## src/rtl/stop_wake_cfg.sv

```systemverilog
`timescale 1ns/1ps
module stop_wake_cfg #(
  parameter int SHORT_CYC = 32,
  parameter int LONG_CYC  = 4096
) (
  input  logic       clk,
  input  logic       por_i,
  input  logic       lvr_i,
  input  logic       rst_i,
  input  logic       cfg_we,
  input  logic [3:0] cfg_wdata,
  input  logic       op_stop,
  input  logic       wake,
  output logic       stopped_o,
  output logic       rec_done_o,
  output logic       illegal_o,
  output logic       wdog_en_o,
  output logic       volt_5v_o
);
  localparam int CW = $clog2(LONG_CYC);
  typedef enum logic [1:0] {RUN, HALT, RECOV} phase_t;

  phase_t  phase;
  logic [CW-1:0] cnt;
  logic    use_long, short_q, stopen_q, wdoff_q, v5_q, written;
  logic    any_rst, load;
  logic [CW-1:0] last;

  assign any_rst = por_i | lvr_i | rst_i;
  assign load    = cfg_we & ~written & ~any_rst;
  assign last    = use_long ? CW'(LONG_CYC - 1) : CW'(SHORT_CYC - 1);

  always_ff @(posedge clk) begin
    if (por_i)     v5_q <= 1'b0;
    else if (load) v5_q <= cfg_wdata[3];
    if (any_rst) begin
      {wdoff_q, stopen_q, short_q} <= 3'b000;
      written <= 1'b0;
    end else if (load) begin
      {wdoff_q, stopen_q, short_q} <= cfg_wdata[2:0];
      written <= 1'b1;
    end
  end

  always_ff @(posedge clk) begin
    rec_done_o <= 1'b0;
    illegal_o  <= 1'b0;
    if (any_rst) begin
      phase    <= (por_i | lvr_i) ? RECOV : RUN;
      cnt      <= '0;
      use_long <= 1'b1;
    end else begin
      case (phase)
        RUN:  if (op_stop) begin
                if (stopen_q) phase <= HALT;
                else illegal_o <= 1'b1;
              end
        HALT: if (wake) begin
                phase    <= RECOV;
                cnt      <= '0;
                use_long <= ~short_q;
              end
        RECOV: if (cnt == last) begin
                 rec_done_o <= 1'b1;
                 phase      <= RUN;
                 cnt        <= '0;
               end else cnt <= cnt + 1'b1;
        default: phase <= RUN;
      endcase
    end
  end

  assign stopped_o = (phase != RUN);
  assign wdog_en_o = ~wdoff_q;
  assign volt_5v_o = v5_q;

  assert_pulse_R11: assert property (@(posedge clk) disable iff (any_rst)
    rec_done_o |=> !rec_done_o);
  assert_release_R11: assert property (@(posedge clk) disable iff (any_rst)
    rec_done_o |-> !stopped_o);
  assert_cnt_range_R4: assert property (@(posedge clk) disable iff (any_rst)
    (phase == RECOV) |-> (cnt <= last));
  assert_enter_R9: assert property (@(posedge clk) disable iff (any_rst)
    ($rose(stopped_o) && !$past(any_rst)) |-> $past(op_stop && stopen_q));
  assert_illegal_R9: assert property (@(posedge clk) disable iff (any_rst)
    illegal_o |-> (!stopped_o && $past(!stopen_q)));
  assert_volt_keep_R7: assert property (@(posedge clk) disable iff (por_i)
    (lvr_i || rst_i) |=> $stable(volt_5v_o));
  assert_write_once_R2: assert property (@(posedge clk) disable iff (any_rst)
    written |=> $stable({short_q, stopen_q, wdoff_q, v5_q}));
endmodule

```

## config.mk

```make
export PLATFORM = sky130hd
export DESIGN_NAME = stop_wake_cfg
export DESIGN_NICKNAME = d
export VERILOG_FILES = /design/src/rtl/stop_wake_cfg.sv
export SDC_FILE = /design/constraint.sdc
export NUM_CORES = 1
export LEC_CHECK = 0
export ABC_AREA = 1
export ABC_CLOCK_PERIOD_IN_PS = 2500
export CORE_MARGIN = 4
export CORE_UTILIZATION = 25
export DETAILED_ROUTE_END_ITERATION = 12
export PLACE_DENSITY = 0.42
export RECOVER_POWER = 50
export REMOVE_ABC_BUFFERS = 1
export SYNTH_ARGS = -nofsm -noshare
export SYNTH_HDL_FRONTEND = slang
export SYNTH_SLANG_ARGS = --single-unit
```

## constraint.sdc

```tcl
create_clock -name clk -period 2.5 [get_ports clk]
set_clock_uncertainty 0.2 [all_clocks]
set_input_delay 0.5 -clock clk [delete_from_list [all_inputs] [get_ports clk]]
set_output_delay 0.5 -clock clk [all_outputs]
set_load 0.02 [all_outputs]
```

* Yosys cells after proc, flatten, opt, wreduce, memory -nomap -nowiden *
Index checks and enable logic that the tools add are counted.

word-level totals
  register bits = 22
  output and inout bits = 5

cells by class
  add/subtract/negate cells = 1
  eq/ne operators = 8
  muxes and demuxes = 13
  bitwise operators = 11
  reduce and logical (&&, ||, !) cells = 8

operators by type and width
  kind                                                                   number
  12-bit two-way mux                                                     3
  12-bit one-hot mux with 2 select lines                                 1
  12-bit by 1-bit adder with 12-bit output, second input constant        1
  12-bit equality test                                                   1
  2-bit two-way mux                                                      6
  3-bit inequality test, second input constant                           4
  1-bit NOT                                                              7
  2-bit one-hot mux with 3 select lines                                  1
  2-bit AND reduction                                                    2
  4-bit AND reduction                                                    1
  2-bit nonzero test                                                     2
  3-bit OR reduction                                                     1
  1-bit AND                                                              2
  2-bit by 1-bit equality test with 1-bit output, second input constant  1
  2-bit equality test, second input constant                             1
  2-bit logical NOT                                                      1
  1-bit two-way mux                                                      2
  2-bit inequality test, second input constant                           1
  1-bit OR                                                               2
  2-bit OR reduction                                                     1

* Longest topological paths before layout *
Gate-level depths: netlist of the first run.

  word-level depth = 5
  gate-level depth with buffers = 7

* Worst setup path before layout of the first run *
No wires, ideal clock.

  kind = reg2reg
  start = reg cnt[0]
  end = reg phase[0], enable pin
  arrival = 1147 ps
  required time = 1984 ps
  slack = 837 ps
  stages on the path, launching flop included = 6
  period minus slack after synthesis = 1663 ps
  path through = dfxtp_1 ha_1 nand3_1 nor2_1 nand2_2 a21oi_1

between the ends
  word-level cells in the longest chain between the ends = 3

ends and longest elaborated chain
  what                                    line  source
  start, declared                         24    logic [CW-1:0] cnt;
  start signal, assigned                  67    end else cnt <= cnt + 1'b1;
  12-bit equality test                    63    RECOV: if (cnt == last) begin
  3-bit inequality test (no source line)  n/a
  4-bit AND reduction (no source line)    n/a
  end signal, assigned                    49    phase <= (por_i | lvr_i) ? RECOV : RUN;
  end, declared                           23    phase_t phase;

Every way passes these cells.
A chain may end at the register's enable or synchronous reset.

* Worst setup path in the final report of the first run *
  start = reg phase[0]
  end = out stopped_o

between the ends
  word-level cells in the longest chain between the ends = 1

ends and longest elaborated chain
  what                line  source
  2-bit nonzero test  73    assign stopped_o = (phase != RUN);
  end, declared       14    output logic stopped_o,

Every way passes these cells.

==> summary.md, run 1 <==
| Metric | Value |
|---|---|
| Outcome | finished clean |
| Final Routed Wirelength | 2730 um |
| MaxCap Viol Count | 0 |
| Ant. Diodes | 0 |
| Critical R2R Launch | cnt[0] |
| PnR worst setup slack | 0.372 ns |
| CTS Buf Count | 3 |
| Residual DRC | 0 |
| Post-Synthesis Cells | 164 |
| H-tree levels | 1 |
| Crit-path slowest cell | clkdlybuf4s50_1 |
| Data required time at the worst endpoint | 1.80 ns |
| Via count | 1079 |
| Setup_tns | 0 ns |
| Layout cell share with drive strength beyond 1 | 9.39% |
| CP max FO | 3 |
| # fillers | 489 |
| Post-CTS Resized | 0 |
| CP Launch Point | phase[0] |
| Clock root buffer | clkbuf_8 |
| Critical Path End Type | output port |
| LEAKAGE | 0.474 nW |
| Final ANT Viol Nets | 0 |
| Max Buffers Root-to-Sink | 2 |
| WP buf/inv | 2 |
| R2R setup slack | 0.52 ns |
| Kind of critical path | flip-flop to output port |
| WL per Instance | 11.7 um |
| Top delay family on crit path | buffers and inverters |
| Reg2Reg Capture Point | phase[1] |
| Postcts setup bufs | 0 |
| Slew Limit Headroom | 59.5% |
| Cell taking the most area after synthesis | dfxtp_1 |
| Levels on crit path | 3 |
| Mapped Avg Cell Area | 7.04 um^2 |
| Clock Sinks | 22 |
| Seq/Total Area, Yosys | 39.9% |
| Gpl congestion | 0.816 |
| TritonCTS clock tree | done |
| Std cell rows | 24 |
| Wire length of the first global-routing pass | 4840 um |
| CP startpoint kind | flip-flop |
| Iteration count of the initial detailed-routing pass | 4 |
| Fin crit share | 85.1% |
| Pin count of the biggest net entering global routing | 13 |
| Initial Util | 26.2% |
| CP Capture Point | stopped_o |
| CTS hold repair buffers | 0 |
| Hold WC Path Type | flip-flop to flip-flop |
| Hold violation total from the final report | 0 |
| Worst-Margin Slew | 0.608 ns |
| RSZ-0062 raised after global routing | false |
| Chip height | 76.0 um |
| Synth area leaders | dfxtp_1, nand2_1, a21oi_1 |
| Cell Area, Synth | 1150 um^2 |
| Synthesis-stage register bit count | 22 |
| Nets | 194 |
| Clock slew at reported path FFs | 0.08 ns |
| Max Fclk | 470 MHz |
| R2R cell count | 5 |
| IO Pins | 16 |
| IO buf count | 15 |
| Yosys Warn Count | 0 |
| Pwr per Cell Area | 468 nW/um^2 |
| Slew Viols, Final | 0 |
| Initial drt markers | 65 |
| Detailed-placement wirelength estimate | 1960 um |
| Minimum clock period | 2.13 ns |
| Via density | 4.63 |
| Number of global-route vias before repair | 1099 |
| Total GRT Usage | 10.0% |
| Latest clock arrival within the worst-skew pair | 0.26 ns |
| Slowest stage delay, CP | 0.62 ns |
| Distinct cells, synth | 28 |
| Arrival time worst endpoint | 1.43 ns |
| Core area | 4410 um^2 |
| Area growth syn-to-layout | 21.1% |
| Initial antenna violation count | 0 |
| Final setup fails | 0 |
| VDD IR max | 175 uV |
| Placement Setup Slack | 0.323 ns |
| Die ar. | 5770 um^2 |
| Chip width | 76.0 um |
| Grt ovf | 0 |
| Crit-path cells | inv_1 -> nand2_1 -> clkdlybuf4s50_1 |
| Yosys top cell area share | 34.7% |
sequential cells by signal (all words and copies together) (netlist names):
| signal | cells |
|---|---|
| cnt | 12 |
| illegal_o | 1 |
| phase | 2 |
| rec_done_o | 1 |
| short_q | 1 |
| stopen_q | 1 |
| use_long | 1 |
| volt_5v_o | 1 |
| wdoff_q | 1 |
| written | 1 |
kinds of logic after synthesis:
family / Yosys count / share of synthesized area, %
AND/OR/NAND/NOR: 88 / 35.4
AO/OA/AOI/OAI: 32 / 16.3
flip-flops: 22 / 39.9
buffers and inverters: 21 / 7.37
adder cells (fa/ha/maj): 1 / 1.08
layer usage:
metal / routed length [um] / vias up / track usage (%)
met4: 18 / 0 / 3.20
met2: 1220 / 25 / 15.7
met3: 117 / 2 / 2.49
met5: 0 / - / 0
met1: 1370 / 484 / 13.5
li1: - / 568 / -
cell usage in the layout (no fill, tap or decap), types with 3 or more instances in the layout:
| master | n |
|---|---|
| a21oi_1 | 15 |
| clkbuf_8 | 3 |
| clkdlybuf4s50_1 | 14 |
| dfxtp_1 | 20 |
| inv_1 | 18 |
| nand2_1 | 45 |
| nand2_2 | 3 |
| nand3_1 | 13 |
| nor2_1 | 15 |
| nor2_2 | 3 |
| o21ai_0 | 8 |
final cells by class:
class | count | area, um^2 | share of cell area [%]
multi-input cells | 121 | 607 | 43.4
flip-flops and latches | 22 | 460 | 32.9
repair buffers | 16 | 154 | 11.0
inverters | 18 | 67.6 | 4.83
well taps | 52 | 65.1 | 4.65
clock buffers | 4 | 45.0 | 3.22
cell usage after synthesis:
library cell	n
a21oi_1	15
a21oi_2	2
a32o_1	1
buf_2	2
buf_4	1
dfxtp_1	20
edfxtp_1	2
ha_1	1
inv_1	17
inv_2	1
nand2_1	44
nand2_2	4
nand3_1	13
nand3_4	1
nand3b_1	2
nand4_1	2
nor2_1	15
nor2_2	3
nor2_4	1
nor3_2	1
nor4_1	1
o211ai_1	1
o21ai_0	8
o21ai_1	2
o21ai_2	1
o21bai_2	1
o31ai_1	1
or2_2	1
through the flow:
step	instances	power, W	utilization, %	cell area, um^2	hold slack (ns)
2_1_floorplan	161	0.000401	-	1140	0.199
6_report	233	0.000655	31.7	1400	0.254
3_5_place_dp	229	0.000434	30.8	1360	0.240
3_3_place_gp	229	0.000434	30.8	1360	0.250
4_1_cts	233	0.000669	31.8	1410	0.258
5_1_grt	233	0.000690	31.7	1400	0.286
how the worst min path moves through the flow:
stage | startpoint | end | slack [ns] | depth (start not counted)
2_1_floorplan | stopen_q | illegal_o | 0.20 | 1
3_3_place_gp | short_q | use_long | 0.25 | 1
3_5_place_dp | stopen_q | illegal_o | 0.24 | 1
4_1_cts | stopen_q | illegal_o | 0.26 | 1
5_1_grt | stopen_q | illegal_o | 0.29 | 1
6_report | short_q | use_long | 0.25 | 1
report_power, final:
part / switching [W] / total [W] / leakage, nW / internal (W)
clock network: 0.000117 / 0.000230 / 0.0228 / 0.000114
registers: 0.00000250 / 0.000362 / 0.182 / 0.000360
logic: 0.0000382 / 0.0000625 / 0.269 / 0.0000243
total: 0.000157 / 0.000655 / 0.474 / 0.000497
Power figures use the tool's default switching activity.
==> run 2, diff against run 1 <==
- RECOVER_POWER: 50 -> 25
==> run 2 against run 1 <==
Against the previous run:
- worst hold slack is the same
- non-clock buffer count is the same
- clock power is essentially flat
- largest cell class unchanged
- wire length is the same
- combinational power is essentially flat
- largest power group unchanged
==> summary.md, run 2 (same netlist as run 1, synthesis figures left out) <==
| Metric | Value |
|---|---|
| Latest clock arrival within the worst-skew pair | 0.26 ns (about the same) |
| Post-placement cell count | 229 (unchanged) |
| Placed instance area | 1360 um^2 (unchanged) |
| Wire length of the first global-routing pass | 4840 um (unchanged) |
| Outcome | finished clean |
| Pin count of the biggest net entering global routing | 13 (unchanged) |
| Pwr per Cell Area | 468 nW/um^2 (about the same) |
| Critical Path End Type | output port |
| Hold Crit Start | short_q |
| Reg2Reg Capture Point | phase[1] |
| Number of global-route vias before repair | 1099 (unchanged) |
| Critical R2R Launch | cnt[0] |
| RSZ-0062 raised after global routing | false |
| Pint | 0.000497 W (about the same) |
| H-tree levels | 1 (unchanged) |
| Fin cells | 233 (unchanged) |
| Crit-path slowest cell | clkdlybuf4s50_1 |
| TritonCTS clock tree | done |
| Switching Fraction | 24.1% (about the same) |
| Clk pwr share | 35.2% (about the same) |
| Sequential Power Share | 55.3% (about the same) |
| Worst-Margin Slew | 0.608 ns (-0.000282 ns) |
| Iteration count of the initial detailed-routing pass | 4 (unchanged) |
| Top delay family on crit path | buffers and inverters |
| Residual DRC | 0 (unchanged) |
| R2R cell count | 5 (unchanged) |
| Final core utilization | 31.7% (unchanged) |
| Detailed-placement wirelength estimate | 1960 um (unchanged) |
| Chip width | 76.0 um (unchanged) |
| Data required time at the worst endpoint | 1.80 ns (about the same) |
| Fin crit share | 85.1% (unchanged) |
| Post-route cell area | 1400 um^2 (unchanged) |
| PnR worst setup slack | 0.372 ns (unchanged) |
| Final Routed Wirelength | 2730 um (unchanged) |
| Via density | 4.63 (unchanged) |
| Core area | 4410 um^2 (unchanged) |
| Clock root buffer | clkbuf_8 |
| Slowest stage delay, CP | 0.62 ns (about the same) |
| Kind of critical path | flip-flop to output port |
| Top reg by flops | cnt |
| Final ANT Viol Nets | 0 (unchanged) |
| Setup_tns | 0 ns (unchanged) |
| CTS hold repair buffers | 0 (unchanged) |
| Std cell rows | 24 (unchanged) |
| Arrival time worst endpoint | 1.43 ns (about the same) |
| Hold path endpoint | use_long |
| Initial drt markers | 65 (unchanged) |
| CTS Buf Count | 3 (unchanged) |
| Initial Util | 26.2% (unchanged) |
| Initial antenna violation count | 0 (unchanged) |
| Sequential cell area | 460 um^2 (unchanged) |
| Slew Viols, Final | 0 (unchanged) |
| VDD IR max | 175 uV (about the same) |
| Clock Sinks | 22 (unchanged) |
| CP startpoint kind | flip-flop |
| # fillers | 489 (unchanged) |
| LEAKAGE | 0.471 nW (-0.46%) |
| Biggest regs | cnt: 12 flops, phase: 2 flops |
| Final setup fails | 0 (unchanged) |
| Nets | 194 (unchanged) |
| IO buf count | 15 (unchanged) |
| Grt ovf | 0 (unchanged) |
| Multi-input combinational cell area | 607 um^2 (unchanged) |
| Minimum clock period | 2.13 ns (unchanged) |
| Via count | 1079 (unchanged) |
| Ant. Diodes | 0 (unchanged) |
| Chip height | 76.0 um (unchanged) |
| IO Pins | 16 (unchanged) |
| Layout cell share with drive strength beyond 1 | 9.94% (+0.55 points) |
| WP buf/inv | 2 (unchanged) |
| Max FFs per register | 12 (unchanged) |
| Most frequent cells in the layout | nand2_1, dfxtp_1, inv_1 |
| WL per Instance | 11.7 um (unchanged) |
| Slew Limit Headroom | 59.5% (about the same) |
| Total GRT Usage | 10.0% (unchanged) |
| Logic pwr share | 9.6% (about the same) |
| R2R setup slack | 0.52 ns (about the same) |
| Worst hold stages | 1 (unchanged) |
| Sw Pwr | 0.000158 W (about the same) |
| Crit-path cells | inv_1 -> nand2_1 -> clkdlybuf4s50_1 |
| CP max FO | 3 (unchanged) |
| Most common cell after layout, fill and taps aside | nand2_1 |
| CP Launch Point | phase[0] |
| Area growth syn-to-layout | 21.1% (unchanged) |
| Hold WC Path Type | flip-flop to flip-flop |
| Hold violation total from the final report | 0 (unchanged) |
| Postcts setup bufs | 0 (unchanged) |
| MaxCap Viol Count | 0 (unchanged) |
| Gpl congestion | 0.816 (unchanged) |
| Max Buffers Root-to-Sink | 2 (unchanged) |
| Placement Setup Slack | 0.323 ns (unchanged) |
| Post-CTS Resized | 0 (unchanged) |
| Die ar. | 5770 um^2 (unchanged) |
| Clock slew at reported path FFs | 0.08 ns (about the same) |
| Max Fclk | 470 MHz (unchanged) |
==> run 2: power by group through the flow <==
stage	Sequential, W	Clock [W]	Combinational, W
5_1_grt	0.000363	0.000257	0.0000709
6_report	0.000362	0.000230	0.0000627
2_1_floorplan	0.000370	0	0.0000304
4_1_cts	0.000362	0.000243	0.0000641
3_3_place_gp	0.000370	0	0.0000637
3_5_place_dp	0.000370	0	0.0000638
==> run 2: layout make-up <==
cell class,instances,share of cell area (%)
Clock buffer,4,3.22
Timing Repair Buffer,16,11.0
Inverter,18,4.83
Tap cell,52,4.65
Sequential cell,22,32.9
Multi-Input combinational cell,121,43.4
==> run 2: how the worst max path moves through the flow <==
stage          depth (start not counted)         to  slack (ns)
2_1_floorplan                          6   phase[0]        0.75
3_3_place_gp                           7   phase[0]        0.38
3_5_place_dp                           7   phase[1]        0.32
4_1_cts                                3  stopped_o        0.36
5_1_grt                                3  stopped_o        0.30
6_report                               3  stopped_o        0.37
==> run 2: per-layer routing <==
metal / up-vias / share of wire (%) / GRT usage, %
li1: 568 / - / -
met1: 484 / 50 / 13.5
met2: 25 / 45 / 15.7
met3: 2 / 4.3 / 2.49
met4: 0 / 0.66 / 3.20
met5: - / 0 / 0
==> run 2: stage by stage <==
stage	hold WS, ns	power (W)
after floorplan	0.199	0.000401
after global placement	0.250	0.000434
after detailed placement	0.240	0.000434
after CTS	0.258	0.000669
after global routing	0.286	0.000690
final	0.254	0.000655
==> run 2: worst register-to-register path, cell delays in order (launching register included) <==
cell     delay (ns)
dfxtp_1        0.38
ha_1           0.31
nand3_1        0.13
nor2_1         0.14
nand2_1        0.24
a21oi_1        0.27
